[config.mk]
export PLATFORM = sky130hd
export DESIGN_NAME = rptr_ctrl
export DESIGN_NICKNAME = d
export VERILOG_FILES = /design/src/rtl/rptr_pkg.sv /design/src/rtl/rptr_arb.sv /design/src/rtl/rptr_bit_timer.sv /design/src/rtl/rptr_ctrl.sv
export SDC_FILE = /design/constraint.sdc
export NUM_CORES = 1
export LEC_CHECK = 0
export ABC_AREA = 1
export ABC_CLOCK_PERIOD_IN_PS = 2700
export BUFFER_PORTS_ARGS = -buffer_cell sky130_fd_sc_hd__buf_2
export CAP_MARGIN = 20
export CORE_MARGIN = 2
export CORE_UTILIZATION = 50
export DETAILED_ROUTE_END_ITERATION = 10
export GPL_ROUTABILITY_DRIVEN = 0
export PLACE_DENSITY = 0.75
export SLEW_MARGIN = 5
export SYNTH_ARGS = -nofsm -noshare
export SYNTH_HDL_FRONTEND = slang
export SYNTH_SLANG_ARGS = --single-unit
[constraint.sdc]
create_clock -name clk -period 2.7 [get_ports clk]
set_clock_uncertainty 0.1 [all_clocks]
set_input_delay 0.135 -clock clk [delete_from_list [all_inputs] [get_ports clk]]
set_output_delay 0.135 -clock clk [all_outputs]
set_load 0.02 [all_outputs]
[src/rtl/rptr_pkg.sv]
package rptr_pkg;

  typedef enum logic [2:0] {
    S_IDLE  = 3'd0,
    S_START = 3'd1,
    S_PRE   = 3'd2,
    S_SFD   = 3'd3,
    S_DATA  = 3'd4,
    S_JAM   = 3'd5,
    S_RECOV = 3'd6,
    S_WAIT  = 3'd7
  } rstate_e;

  localparam logic [2:0] CODE_IDLE   = 3'd0;
  localparam logic [2:0] CODE_START  = 3'd1;
  localparam logic [2:0] CODE_REPEAT = 3'd2;
  localparam logic [2:0] CODE_JAM    = 3'd3;
  localparam logic [2:0] CODE_RECOV  = 3'd4;

  localparam int SFD_LEN = 8;

  function automatic logic [2:0] ext_code(input rstate_e s);
    case (s)
      S_START:              ext_code = CODE_START;
      S_PRE, S_SFD, S_DATA: ext_code = CODE_REPEAT;
      S_JAM:                ext_code = CODE_JAM;
      S_RECOV:              ext_code = CODE_RECOV;
      default:              ext_code = CODE_IDLE;
    endcase
  endfunction

endpackage

[src/rtl/rptr_arb.sv]
module rptr_arb #(
  parameter int NPORTS = 4,
  parameter int PW     = 2
) (
  input  logic [NPORTS-1:0] req,
  output logic [PW-1:0]     idx,
  output logic              any
);

  always_comb begin
    idx = '0;
    any = |req;
    for (int i = NPORTS - 1; i >= 0; i--) begin
      if (req[i]) idx = PW'(i);
    end
  end

endmodule

[src/rtl/rptr_bit_timer.sv]
module rptr_bit_timer #(
  parameter int CW       = 8,
  parameter int MIN_BITS = 96
) (
  input  logic          clk,
  input  logic          rst_n,
  input  logic          bit_en,
  input  logic          restart,
  input  logic          tx_on,
  input  logic          tx_clr,
  output logic [CW-1:0] phase,
  output logic          min_met
);

  localparam logic [CW-1:0] MIN_V  = CW'(MIN_BITS);
  localparam logic [CW-1:0] MIN_M1 = CW'(MIN_BITS - 1);

  logic [CW-1:0] phase_q, phase_d;
  logic [CW-1:0] sent_q, sent_d;

  always_comb begin
    phase_d = phase_q;
    if (restart)     phase_d = '0;
    else if (bit_en) phase_d = phase_q + 1'b1;
  end

  always_comb begin
    sent_d = sent_q;
    if (tx_clr)                                  sent_d = '0;
    else if (tx_on && bit_en && sent_q != MIN_V) sent_d = sent_q + 1'b1;
  end

  always_ff @(posedge clk or negedge rst_n) begin
    if (!rst_n) begin
      phase_q <= '0;
      sent_q  <= '0;
    end else begin
      phase_q <= phase_d;
      sent_q  <= sent_d;
    end
  end

  assign phase   = phase_q;
  assign min_met = (sent_q == MIN_V) || (sent_q == MIN_M1 && bit_en);

endmodule

[src/rtl/rptr_ctrl.sv]
module rptr_ctrl
  import rptr_pkg::*;
#(
  parameter int NPORTS       = 4,
  parameter int STARTUP_BITS = 4,
  parameter int PRE_BITS     = 56,
  parameter int MIN_BITS     = 96,
  parameter int RECOV_BITS   = 12,
  parameter int WAIT_BITS    = 8,
  localparam int PW          = (NPORTS > 1) ? $clog2(NPORTS) : 1
) (
  input  logic              clk,
  input  logic              rst_n,
  input  logic              bit_en,
  input  logic [NPORTS-1:0] rx_act,
  input  logic [NPORTS-1:0] col_det,
  input  logic              buf_empty,
  output logic [NPORTS-1:0] tx_en,
  output logic              gen_en,
  output logic              gen_bit,
  output logic              sfd_en,
  output logic              data_en,
  output logic [PW-1:0]     port_sel,
  output logic [2:0]        state_code
);

  localparam int M1     = (STARTUP_BITS > PRE_BITS) ? STARTUP_BITS : PRE_BITS;
  localparam int M2     = (RECOV_BITS > WAIT_BITS) ? RECOV_BITS : WAIT_BITS;
  localparam int M3     = (M1 > M2) ? M1 : M2;
  localparam int M4     = (M3 > SFD_LEN) ? M3 : SFD_LEN;
  localparam int MAXLEN = (M4 > MIN_BITS) ? M4 : MIN_BITS;
  localparam int CW     = $clog2(MAXLEN + 1) + 1;

  // reset: asserted asynchronously, released on the clock
  logic [1:0] rs_q;
  logic       rst_n_i;
  always_ff @(posedge clk or negedge rst_n) begin
    if (!rst_n) rs_q <= 2'b00;
    else        rs_q <= {rs_q[0], 1'b1};
  end
  assign rst_n_i = rs_q[1];

  rstate_e       state_q, state_d;
  logic [PW-1:0] sel_q;
  logic [PW-1:0] arb_idx;
  logic          arb_any;
  logic [CW-1:0] phase;
  logic          min_met;
  logic          tx_on;
  logic          rx_sel, col_sel;

  rptr_arb #(.NPORTS(NPORTS), .PW(PW)) u_arb (
    .req (rx_act),
    .idx (arb_idx),
    .any (arb_any)
  );

  assign tx_on = (state_q == S_PRE) || (state_q == S_SFD) ||
                 (state_q == S_DATA) || (state_q == S_JAM);

  rptr_bit_timer #(.CW(CW), .MIN_BITS(MIN_BITS)) u_timer (
    .clk     (clk),
    .rst_n   (rst_n_i),
    .bit_en  (bit_en),
    .restart (state_d != state_q),
    .tx_on   (tx_on),
    .tx_clr  (state_q == S_IDLE),
    .phase   (phase),
    .min_met (min_met)
  );

  assign rx_sel  = rx_act[sel_q];
  assign col_sel = col_det[sel_q];

  // next-state process
  always_comb begin
    state_d = state_q;
    case (state_q)
      S_IDLE:  if (arb_any) state_d = S_START;
      S_START: if (bit_en && phase == CW'(STARTUP_BITS - 1)) state_d = S_PRE;
      S_PRE: begin
        if (col_sel || !rx_sel)                          state_d = S_JAM;
        else if (bit_en && phase == CW'(PRE_BITS - 1))   state_d = S_SFD;
      end
      S_SFD: begin
        if (col_sel || !rx_sel)                          state_d = S_JAM;
        else if (bit_en && phase == CW'(SFD_LEN - 1))    state_d = S_DATA;
      end
      S_DATA: begin
        if (col_sel)                                     state_d = S_JAM;
        else if (!rx_sel && !min_met)                    state_d = S_JAM;
        else if (!rx_sel && buf_empty)                   state_d = S_RECOV;
      end
      S_JAM:   if (min_met && !(|rx_act) && !(|col_det)) state_d = S_RECOV;
      S_RECOV: if (bit_en && phase == CW'(RECOV_BITS - 1)) state_d = S_WAIT;
      S_WAIT:  if (bit_en && phase == CW'(WAIT_BITS - 1))  state_d = S_IDLE;
      default: state_d = S_IDLE;
    endcase
  end

  // register process
  always_ff @(posedge clk or negedge rst_n_i) begin
    if (!rst_n_i) begin
      state_q <= S_IDLE;
      sel_q   <= '0;
    end else begin
      state_q <= state_d;
      if (state_q == S_IDLE && arb_any) sel_q <= arb_idx;
    end
  end

  // outputs
  always_comb begin
    case (state_q)
      S_PRE, S_SFD, S_DATA: tx_en = ~(NPORTS'(1) << sel_q);
      S_JAM:                tx_en = '1;
      default:              tx_en = '0;
    endcase
  end

  assign gen_en     = (state_q == S_PRE) || (state_q == S_JAM);
  assign gen_bit    = gen_en & ~phase[0];
  assign sfd_en     = (state_q == S_SFD);
  assign data_en    = (state_q == S_DATA);
  assign port_sel   = sel_q;
  assign state_code = ext_code(state_q);

endmodule

==> flow_summary.yaml <==
floorplan:
  start_util_pct: 51.9
  row_count: 21
  die_height_um: 62.9
  die_w_um: 62.9
  io-pin-count: 25
  dieArea_um2: 3950
  coreArea_um2: 3340
clocking:
  post_cts_buffers: 0
  cts_resized: 0
  cts_hold_buf: 2
  clock_latency_ns: 0.30
  cts_buffers: 3
  clkSinkCount: 23
  root_buffer: "clkbuf_4"
  cts_tree: "done"
  htree_levels: 1
  clock_path_buffers: 2
  cts.clk_slew.worst_paths_ns: 0.12
detailed_routing:
  maxUsedRoutingLayer: "met4"
  vias: 1528
  route.met2.wl_mm: 1.49
  dr.pass1.iters: 4
  drt_iter0_markers: 110
  wl_met1_mm: 1.70
  drt-total-wl_mm: 3.38
  wl_met3_um: 157
  ant_nets: 0
  routedWlPerCell_um: 10.8
  viasPerCell: 4.90
  route.detailed.drc: 0
job:
  drv_cap: 0
grt:
  grtUsageTotal_pct: 18.4
  grt.overflow.total: 0
  grt_max_degree: 22
  antenna_found_initial: 0
  grt_pass1_vias: 1495
  grt_pass1_wl_mm: 6.04
placed_design:
  hpwl_mm: 2.70
  dpl-instance-area_um2: 1880
  port_buffers: 24
worst_setup_path:
  crit_chain: "inv_2, nand2_1, nor2_2, inv_2, nand4_4, inv_1, a31oi_1, buf_2"
  end_kind: "output pin"
  worstPathMaxFanout: 7
  crit_family: "buffers and inverters"
  critical_path_class: "flop to output pin"
  crit_path_max_incr_delay_ns: 0.45
  cp.arrival_ns: 1.75
  crit_top_cell: "inv_2"
  cp_num_buf_inv: 4
  timing.critical_path.slowest_stage_cell: "dfrtp_1"
  worstPathRequired_ns: 2.47
  crit_path_start_kind: "flop"
pwr:
  clkPwrFrac_pct: 8.6
  p_int_mw: 0.842
  power_frac_seq_pct: 31.3
  p_switching_mw: 0.947
  p_leak_nw: 1.03
  vdd.ir_drop.worst_uv: 437
  power_mw: 1.79
  powerDensity_nw_per_um2: 930
  combPwrFrac_pct: 60.1
  switching_share_pct: 52.9
timing:
  setup-tns-final_ns: 0
  max_freq_mhz: 504
  max_slew_margin_pct: 45.5
  rsz0062_at_grt: "false"
  hold_viol: 0
  worst_slew_pin_slew_ns: 0.817
  post-route-period-util_pct: 73.4
  finalMaxSlewViolations: 0
  fin_crit_ns: 1.98
  setup_viol: 0
logic_synthesis:
  syn_avg_cell_area_um2: 7.25
  postSynthCellCount: 239
  ys_types: 33
  synth_seq_cells: 23
  synth_nets: 254
  yosys_warnings: 0
  synth_area_um2: 1730
  yosysSeqAreaShare_pct: 33.2
cells_and_area:
  fin_util_pct: 57.6
  antenna_cells: 0
  final_cell_area_um2: 1920
  syn2layout_area_growth_pct: 11.1
  fin_nets: 282
  layout-drive-gt1-share_pct: 28.6
min_path:
  hold_class: "input pin to async pin"
status:
  status: "finished clean"
==> cell families after synthesis <==
family                     synth area share (%)
muxes                                     0.578
buffers and inverters                      9.47
adders and majority gates                  2.17
other                                     0.217
AOI/OAI and AO/OA                          7.37
xor gates and xnor gates                   2.02
and+or+nand+nor                            44.9
DFF                                        33.2
==> final cells by class <==
type | instances | area, µm²
inverters | 34 | 130
clock buffers | 3 | 22.5
multi-input cells | 179 | 992
clock inverters | 1 | 5.00
repair buffers | 26 | 140
flip-flops and latches | 23 | 576
well taps | 46 | 57.6
fillers | 337 | 1410
==> worst reg2reg max path: stages, from the launching register on <==
cell,delay [ns]
dfrtp_1,0.59
inv_4,0.08
nand3_1,0.08
nand2_1,0.09
nor2_4,0.15
nand3_1,0.11
nand2_1,0.07
nand2_1,0.04
nand2_1,0.06
inv_1,0.04
nand2_1,0.06
nand2_1,0.06
nand2_2,0.08
nand2_2,0.06
nand2_4,0.13
nor2_2,0.04
==> Yosys cell counts <==
cell type,number,share of area [%]
xor2_1,3,1.5
buf_6,3,2.0
a41oi_1,1,0.51
nand2_4,3,2.0
nor3_4,1,0.94
nor3_1,3,0.87
a211oi_1,1,0.43
o31ai_1,1,0.43
conb_1,1,0.22
o21ai_1,3,0.87
a31oi_1,3,1.1
inv_4,1,0.36
nand2_1,63,14
nor2_4,4,2.6
dfrtp_1,23,33
a21oi_1,9,2.6
nor2_2,14,5.1
or2_2,1,0.36
nand3_2,1,0.58
nand3_4,2,2.0
inv_2,10,2.2
ha_1,3,2.2
nor3b_1,1,0.43
nor2_8,1,1.2
nand2_2,9,3.3
inv_1,23,5.0
mux2i_1,1,0.58
nand4_4,1,1.2
xnor2_1,1,0.51
nor2_1,24,5.2
nand4_1,2,0.72
nand3_1,17,4.9
o21ai_0,5,1.4
==> cell usage in the layout (no fill, tap or decap), types with 2 or more instances in the layout <==
cell            n
o21ai_1         3
nor2_4          4
nor3_1          3
nand2_2         9
inv_1          23
nand3_1        17
inv_2          10
nor2_2         14
nand4_1         2
nand3_4         2
a21oi_1         9
xor2_1          3
nand2_1        63
buf_2          24
clkbuf_4        3
dlygate4sd3_1   2
ha_1            3
dfrtp_1        23
nand2_4         3
o21ai_0         5
a31oi_1         3
nor2_1         24
==> power groups by stage <==
stage	clock [mW]	combinational, mW	sequential (mW)
CTS	0.162	1.08	0.559
global placement	0	1.07	0.563
global route	0.172	1.21	0.580
floorplan	0	0.884	0.530
finish	0.154	1.07	0.560
detailed placement	0	1.07	0.566
==> final timing paths <==
| check | end | depth (start not counted) | slack [ns] | startpoint |
|---|---|---|---|---|
| max in group asynchronous | u_timer.sent_q[0] | 0 | 1.75 | rs_q[1] |
| min reg2reg | u_timer.sent_q[5] | 0 | 0.25 | rs_q[1] |
| min in group clk | port_sel[1] | 4 | 0.05 | rx_act[1] |
| min | rs_q[0] | 2 | 0.03 | rst_n |
| max reg2reg | u_timer.phase[6] | 15 | 0.76 | port_sel[0] |
| max | tx_en[1] | 8 | 0.72 | state_q[1] |
==> flip-flops by register name, indices dropped and copies added, names as in the netlist <==
register	cells
u_timer.phase	8
u_timer.sent_q	8
state_q	3
port_sel	2
rs_q	2
==> stage by stage <==
step                instances  setup WS, ns  hold WS (ns)
finish                    312         0.717        0.0339
detailed placement        306         0.768        -0.178
CTS                       312         0.724        0.0159
global route              312         0.537        0.0265
global placement          306         0.774        -0.179
floorplan                 239         0.922        -0.261
==> per-layer routing <==
metal,vias up,global-route usage [%]
met5,-,0
met4,0,5.00
met3,4,1.98
met2,38,30.9
met1,679,25.3
li1,807,-
(Power assumes the default switching activity.)
